### config.mk
export PLATFORM = sky130hd
export DESIGN_NAME = tlb_xlate
export DESIGN_NICKNAME = d
export VERILOG_FILES = /design/src/rtl/tlb_pkg.sv /design/src/rtl/tlb_entry_store.sv /design/src/rtl/tlb_pick.sv /design/src/rtl/tlb_resolve.sv /design/src/rtl/tlb_xlate.sv
export SDC_FILE = /design/constraint.sdc
export NUM_CORES = 2
export LEC_CHECK = 0
export BUFFER_PORTS_ARGS = -buffer_cell sky130_fd_sc_hd__buf_2
export CAP_MARGIN = 40
export CELL_PAD_IN_SITES_DETAIL_PLACEMENT = 2
export CELL_PAD_IN_SITES_GLOBAL_PLACEMENT = 2
export CORE_MARGIN = 5
export CORE_UTILIZATION = 34
export DETAILED_ROUTE_END_ITERATION = 6
export MAX_ROUTING_LAYER = met4
export PLACE_DENSITY_LB_ADDON = 0.1
export SLEW_MARGIN = 10
export SYNTH_ARGS = -nofsm -noshare
export SYNTH_HDL_FRONTEND = slang
export SYNTH_SLANG_ARGS = --single-unit
### constraint.sdc
create_clock -name clk_i -period 5.14 [get_ports clk_i]
set_input_delay 0.257 -clock clk_i [delete_from_list [all_inputs] [get_ports clk_i]]
set_output_delay 0.257 -clock clk_i [all_outputs]
set_load 0.02 [all_outputs]
### src/rtl/tlb_pkg.sv
package tlb_pkg;
  parameter int VA_W   = 32;
  parameter int PAGE_W = 12;
  parameter int ASID_W = 8;
  parameter int PFN_W  = 20;

  localparam int VPN2_W = VA_W - PAGE_W - 1;
  localparam int PA_W   = PFN_W + PAGE_W;

  typedef struct packed {
    logic                  live;
    logic [VPN2_W-1:0]     vpn2;
    logic [ASID_W-1:0]     asid;
    logic                  glob;
    logic [1:0]            valid;
    logic [1:0]            dirty;
    logic [1:0][PFN_W-1:0] pfn;
  } tlb_entry_t;

  typedef enum logic [1:0] {
    FLT_NONE    = 2'b00,
    FLT_MISS    = 2'b01,
    FLT_INVALID = 2'b10,
    FLT_MODIFY  = 2'b11
  } fault_e;
endpackage

### src/rtl/tlb_entry_store.sv
module tlb_entry_store
  import tlb_pkg::*;
#(
  parameter int N     = 16,
  parameter int IDX_W = (N > 1) ? $clog2(N) : 1
) (
  input  logic                  clk_i,
  input  logic                  rst_ni,
  input  logic                  wr_en_i,
  input  logic [IDX_W-1:0]      wr_idx_i,
  input  tlb_entry_t            wr_entry_i,
  input  logic [VPN2_W-1:0]     va_vpn2_i,
  input  logic [ASID_W-1:0]     asid_i,
  output tlb_entry_t [N-1:0]    ent_o,
  output logic [N-1:0]          match_o
);

  for (genvar g = 0; g < N; g++) begin : g_ent
    tlb_entry_t ent_q;

    always_ff @(posedge clk_i or negedge rst_ni) begin
      if (!rst_ni) begin
        ent_q <= '0;
      end else if (wr_en_i && (wr_idx_i == IDX_W'(g))) begin
        ent_q <= wr_entry_i;
      end
    end

    assign ent_o[g]   = ent_q;
    // global entries skip the identifier compare
    assign match_o[g] = ent_q.live && (ent_q.vpn2 == va_vpn2_i) &&
                        (ent_q.glob || (ent_q.asid == asid_i));
  end

  assert_write_lands_R10: assert property (@(posedge clk_i) disable iff (!rst_ni)
    (wr_en_i && wr_entry_i.live && (int'(wr_idx_i) < N)) |=>
      ent_o[$past(wr_idx_i)].live);

  assert_remove_lands_R10: assert property (@(posedge clk_i) disable iff (!rst_ni)
    (wr_en_i && !wr_entry_i.live && (int'(wr_idx_i) < N)) |=>
      !match_o[$past(wr_idx_i)]);

endmodule

### src/rtl/tlb_pick.sv
module tlb_pick #(
  parameter int N     = 16,
  parameter int IDX_W = (N > 1) ? $clog2(N) : 1
) (
  input  logic             clk_i,
  input  logic             rst_ni,
  input  logic [N-1:0]     match_i,
  output logic             found_o,
  output logic [IDX_W-1:0] idx_o,
  output logic [N-1:0]     grant_o
);

  // scan downward so the lowest matching index is kept last
  always_comb begin
    found_o = 1'b0;
    idx_o   = '0;
    for (int i = N - 1; i >= 0; i--) begin
      if (match_i[i]) begin
        found_o = 1'b1;
        idx_o   = IDX_W'(i);
      end
    end
    grant_o = found_o ? (N'(1) << idx_o) : '0;
  end

  assert_grant_onehot_R8: assert property (@(posedge clk_i) disable iff (!rst_ni)
    $onehot0(grant_o) && ((grant_o & ~match_i) == '0));

  assert_grant_lowest_R8: assert property (@(posedge clk_i) disable iff (!rst_ni)
    found_o |-> ((match_i & (grant_o - N'(1))) == '0));

endmodule

### src/rtl/tlb_resolve.sv
module tlb_resolve
  import tlb_pkg::*;
(
  input  logic              found_i,
  input  tlb_entry_t        ent_i,
  input  logic              odd_i,
  input  logic              we_i,
  input  logic [PAGE_W-1:0] offset_i,
  output logic              hit_o,
  output fault_e            fault_o,
  output logic [PA_W-1:0]   paddr_o
);

  logic             half_valid;
  logic             half_dirty;
  logic [PFN_W-1:0] half_pfn;

  assign half_valid = ent_i.valid[odd_i];
  assign half_dirty = ent_i.dirty[odd_i];
  assign half_pfn   = ent_i.pfn[odd_i];

  always_comb begin
    if (!found_i)                  fault_o = FLT_MISS;
    else if (!half_valid)          fault_o = FLT_INVALID;
    else if (we_i && !half_dirty)  fault_o = FLT_MODIFY;
    else                           fault_o = FLT_NONE;
  end

  assign hit_o   = (fault_o == FLT_NONE);
  assign paddr_o = hit_o ? {half_pfn, offset_i} : '0;

endmodule

### src/rtl/tlb_xlate.sv
module tlb_xlate
  import tlb_pkg::*;
#(
  parameter int ENTRIES = 16,
  localparam int IDX_W  = (ENTRIES > 1) ? $clog2(ENTRIES) : 1
) (
  input  logic                     clk_i,
  input  logic                     rst_ni,
  input  logic                     wr_en_i,
  input  logic [IDX_W-1:0]         wr_idx_i,
  input  logic                     wr_live_i,
  input  logic [VA_W-PAGE_W-2:0]   wr_vpn2_i,
  input  logic [ASID_W-1:0]        wr_asid_i,
  input  logic                     wr_global_i,
  input  logic [1:0]               wr_valid_i,
  input  logic [1:0]               wr_dirty_i,
  input  logic [PFN_W-1:0]         wr_pfn_even_i,
  input  logic [PFN_W-1:0]         wr_pfn_odd_i,
  input  logic [VA_W-1:0]          va_i,
  input  logic [ASID_W-1:0]        asid_i,
  input  logic                     we_i,
  output logic                     hit_o,
  output logic [1:0]               fault_o,
  output logic [PFN_W+PAGE_W-1:0]  paddr_o
);

  tlb_entry_t               wr_entry;
  tlb_entry_t [ENTRIES-1:0] ents;
  tlb_entry_t               sel_ent;
  logic [ENTRIES-1:0]       match_vec;
  logic [ENTRIES-1:0]       grant;
  logic                     found;
  logic [IDX_W-1:0]         sel_idx;
  fault_e                   fault;

  always_comb begin
    wr_entry        = '0;
    wr_entry.live   = wr_live_i;
    wr_entry.vpn2   = wr_vpn2_i;
    wr_entry.asid   = wr_asid_i;
    wr_entry.glob   = wr_global_i;
    wr_entry.valid  = wr_valid_i;
    wr_entry.dirty  = wr_dirty_i;
    wr_entry.pfn[0] = wr_pfn_even_i;
    wr_entry.pfn[1] = wr_pfn_odd_i;
  end

  tlb_entry_store #(.N(ENTRIES), .IDX_W(IDX_W)) u_store (
    .clk_i      (clk_i),
    .rst_ni     (rst_ni),
    .wr_en_i    (wr_en_i),
    .wr_idx_i   (wr_idx_i),
    .wr_entry_i (wr_entry),
    .va_vpn2_i  (va_i[VA_W-1:PAGE_W+1]),
    .asid_i     (asid_i),
    .ent_o      (ents),
    .match_o    (match_vec)
  );

  tlb_pick #(.N(ENTRIES), .IDX_W(IDX_W)) u_pick (
    .clk_i   (clk_i),
    .rst_ni  (rst_ni),
    .match_i (match_vec),
    .found_o (found),
    .idx_o   (sel_idx),
    .grant_o (grant)
  );

  assign sel_ent = ents[sel_idx];

  tlb_resolve u_resolve (
    .found_i  (found),
    .ent_i    (sel_ent),
    .odd_i    (va_i[PAGE_W]),
    .we_i     (we_i),
    .offset_i (va_i[PAGE_W-1:0]),
    .hit_o    (hit_o),
    .fault_o  (fault),
    .paddr_o  (paddr_o)
  );

  assign fault_o = fault;

  assert_offset_pass_R4: assert property (@(posedge clk_i) disable iff (!rst_ni)
    hit_o |-> (paddr_o[PAGE_W-1:0] == va_i[PAGE_W-1:0]));

  assert_nohit_zero_R4: assert property (@(posedge clk_i) disable iff (!rst_ni)
    !hit_o |-> (paddr_o == '0));

  assert_miss_nomatch_R5: assert property (@(posedge clk_i) disable iff (!rst_ni)
    (fault_o == FLT_MISS) == (grant == '0));

  assert_modify_on_write_R7: assert property (@(posedge clk_i) disable iff (!rst_ni)
    (fault_o == FLT_MODIFY) |-> we_i);

endmodule

==> summary.txt <==
Data arrival time of the worst path: 5530 ps
Static Leak: 29.70 nW
Worst path cell trace: xor2_1, nor4_2, a21oi_1, or4_4, buf_4, nand4_1, buf_4, a211oi_4, and2_4, buf_4, a22o_1, a211o_1, a32o_2, nor3b_4, buf_12, buf_12, and4bb_2, buf_6
Die area: 0.1744 sq mm
Slowest stage delay, CP: 560 ps
CTS Buf Count: 144
Top-Level Pins: 156
Rows: 149
Layout area overhead: 21.56%
Most used DFF post-synth: dfrtp_1
Comb pwr share: 19.0%
Antenna viol nets, final: 0
Yosys warns: 0
DR vias: 38600
Synth Area in Simple Gates: 6.826%
Root Driver: clkbuf_16
Vias per cell: 5.378
1st-iter DRT viols: 1877
CP required: 4880 ps
Synth Register Bits: 1168
Vias in the first global route: 43200
Synthesized area: 0.05648 sq mm
Compound-cell area share of the yosys netlist: 5.146%
Clock power share: 36.2%
Crit path max fanout: 8
Gr ovfl total: 0
Clk Latency, worst-skew pair: 770 ps
Status: finished with violations
Pin slew with the least headroom to its limit: 991.5 ps
Post-Synth Adder-Cell Area: 0%
Max FFs per register: 1168
Initial antenna violation count: 21
Final Hold Viols: 0
Final Max Tran Viols: 0
Routability congestion estimate: 0.8077
Final instance area: 0.06865 sq mm
Rel. slew slack: 33.90%
Crit share post-route: 112.6%
Largest net degree at the start of global routing: 125
HP Class: in -> reg
Asr flop ratio synth: 100.0%
Most used cell, CP: buf_4
Fraction of layout cells with a size suffix above 1: 42.89%
Post-synthesis mux area share: 26.43%
Die X: 417.6 um
Setup violators final: 35
IO buf count: 155
Drc violations: 0
Setup ws final: -647.9 ps
Seq/Total Area, Yosys: 51.75%
Synth Area in XOR/XNOR: 6.699%
Type of the worst setup path: reg -> out
Placeable Area: 0.1650 sq mm
Max VDD drop: 0.3628 mV
Largest family of logic cells by synthesized area: multiplexers
Fmax: 0.1728 GHz
Avg Cell Area, Syn: 12.75 sq um
Crit path time final: 5788 ps
Worst setup SP type: flip-flop
DP Wirelength: 133000 um
Total Power: 0.02820 W
Clock Sinks: 1168
Int Pwr: 0.02026 W
Syn nets: 4551
Seq pwr share: 44.8%
Max-cap viol count: 0
Global Route Usage Sum: 24.50%
Die Ht: 417.6 um
CP Capture Type: primary output
Worst Clk Skew: 0 ps
NumNets Final: 4994
Syn Inst Count: 4430
# H-tree levels: 4
R2r setup slk: 4220 ps
Pwr Density: 410.7 mW/mm^2
WL per Instance: 29.30 um
Post-synthesis cell type count: 77
First-pass GRT wire length: 307300 um
CP max stage cell: nor4_2
Switching Share: 28.15%
Post-synth EDFFs: 0
Starting Density: 34.23%
RSZ-0062 raised after global routing: yes
Failing checks: setup timing
Worst-case clock buffer depth: 3
First-pass detailed-route iteration total: 4
CTS tree: built
P_sw: 0.007936 W
Placed inst area: 0.06243 sq mm
Total routed wirelength: 210300 um
Hold_ws: 61.22 ps
Clk slew on worst S/H paths: 60 ps
## cells in the final DEF, fill, tap and decap left out, types with 9 or more instances in the layout
cell           instances
dfrtp_1             1168
buf_12                62
o211a_1               40
mux2_2              1167
nand4_1               47
o21ai_0                9
and3_1                42
buf_4                385
xor2_1               322
buf_2                136
a21oi_2               12
buf_6                 22
and4bb_1              12
or4_1                  9
a211oi_1              43
nor4b_1               11
nand4b_1              18
nand2_1              286
nor4_2                27
a32oi_1               81
mux2i_1              175
nor2_4                12
nand3_1               32
clkbuf_8              38
clkbuf_1              35
dlygate4sd3_1         44
clkbuf_16            150
clkinv_2              16
diode_2               12
a21oi_1              170
inv_1                  9
xnor2_1              104
nor2_1                24
nor4_1                95
and2_1                12
## layer usage
layer	global-route usage (%)	vias to the layer above	wire (um)
li1	-	16820	-
met1	33.63	20960	100900
met2	38.60	546	97700
met3	3.448	266	6912
met5	-	-	0
met4	5.863	0	4730
## Yosys cell counts, types with 9 or more instances
| library cell | n | area share [%] |
|---|---|---|
| nor4_1 | 126 | 1.4 |
| clkbuf_1 | 272 | 1.8 |
| and4bb_1 | 17 | 0.38 |
| o21ai_0 | 9 | 0.080 |
| mux2_2 | 1167 | 23 |
| xnor2_1 | 109 | 1.7 |
| or4_1 | 15 | 0.20 |
| a21oi_1 | 186 | 1.6 |
| buf_2 | 27 | 0.24 |
| a211oi_1 | 45 | 0.60 |
| and2_1 | 14 | 0.16 |
| nand4_1 | 47 | 0.52 |
| and3_1 | 42 | 0.47 |
| nor4b_1 | 15 | 0.23 |
| mux2i_1 | 176 | 3.1 |
| dfrtp_1 | 1168 | 52 |
| o211a_1 | 42 | 0.74 |
| nand4b_1 | 18 | 0.28 |
| buf_4 | 14 | 0.19 |
| buf_6 | 40 | 0.80 |
| buf_1 | 9 | 0.060 |
| inv_1 | 9 | 0.060 |
| nand2_1 | 288 | 1.9 |
| nand3_1 | 39 | 0.35 |
| nor2_1 | 36 | 0.24 |
| xor2_1 | 323 | 5.0 |
| a32oi_1 | 81 | 1.3 |
## final timing paths
path | from | end | cells after the start
max | u_store.ent_o[341]$_DFFE_PN0P_ | paddr_o[28] | 18
min | wr_pfn_even_i[0] | u_store.ent_o[803]$_DFFE_PN0P_ | 2
max reg2reg | u_store.ent_o[1083]$_DFFE_PN0P_ | u_store.ent_o[1083]$_DFFE_PN0P_ | 1
min reg2reg | u_store.ent_o[109]$_DFFE_PN0P_ | u_store.ent_o[109]$_DFFE_PN0P_ | 1
max in group asynchronous | rst_ni | u_store.ent_o[60]$_DFFE_PN0P_ | 3
min in group asynchronous | rst_ni | u_store.ent_o[415]$_DFFE_PN0P_ | 2
## area by class of cell
type                       instances  area [sq um]
tap                             2189          2739
inverter                           9         33.78
antenna                           12         30.03
multi-input combinational       2891         26220
sequential                      1168         29230
timing repair buffer             659          5739
fill                           16400         96330
clock buffer                     220          4333
clock inverter                    29         336.6
## metrics by stage
step / setup slack, ps / setup TNS [ps] / std cells / utilization [%]
after CTS: -640.2 / -19360 / 7154 / 41.30
after floorplan: 1040 / 0 / 4430 / -
after detailed placement: -720.9 / -20920 / 6842 / 37.84
after global routing: -713.7 / -22190 / 7170 / 41.60
after global placement: -864.4 / -24990 / 6832 / 37.74
final: -647.9 / -20130 / 7177 / 41.61
## power groups by stage
stage	Clock, W	Sequential (W)	Combinational (W)
floorplan	0	0.0124	0.00350
CTS	0.0105	0.0126	0.00536
global route	0.0109	0.0129	0.00585
global placement	0	0.0127	0.00504
finish	0.0102	0.0126	0.00537
detailed placement	0	0.0128	0.00523
## worst max-delay path, delay by kind of cell (launching register included)
| kind | cells | cell delay (ps) |
|---|---|---|
| AOI/OAI and AO/OA | 5 | 1080 |
| DFF | 1 | 390 |
| buffers and inverters | 6 | 1020 |
| and+or+nand+nor | 6 | 2090 |
| xor gates and xnor gates | 1 | 160 |
## logic make-up after synthesis
logic type                Yosys count
muxes                            1344
DFF                              1168
and+or+nand+nor                   703
xor gates and xnor gates          432
AOI/OAI and AO/OA                 412
buffers and inverters             371
## repair_timing
action / CTS / global route
endpoints found under the hold margin: 765 / 0
pin swaps: 21 / 28
gates cloned: 0 / 3
gates resized for setup: 84 / 67
setup buffers: 21 / 9
hold buffers: 44 / 0
setup endpoints to repair: 35 / 35
Note: power is estimated with default switching activity, not from simulation.
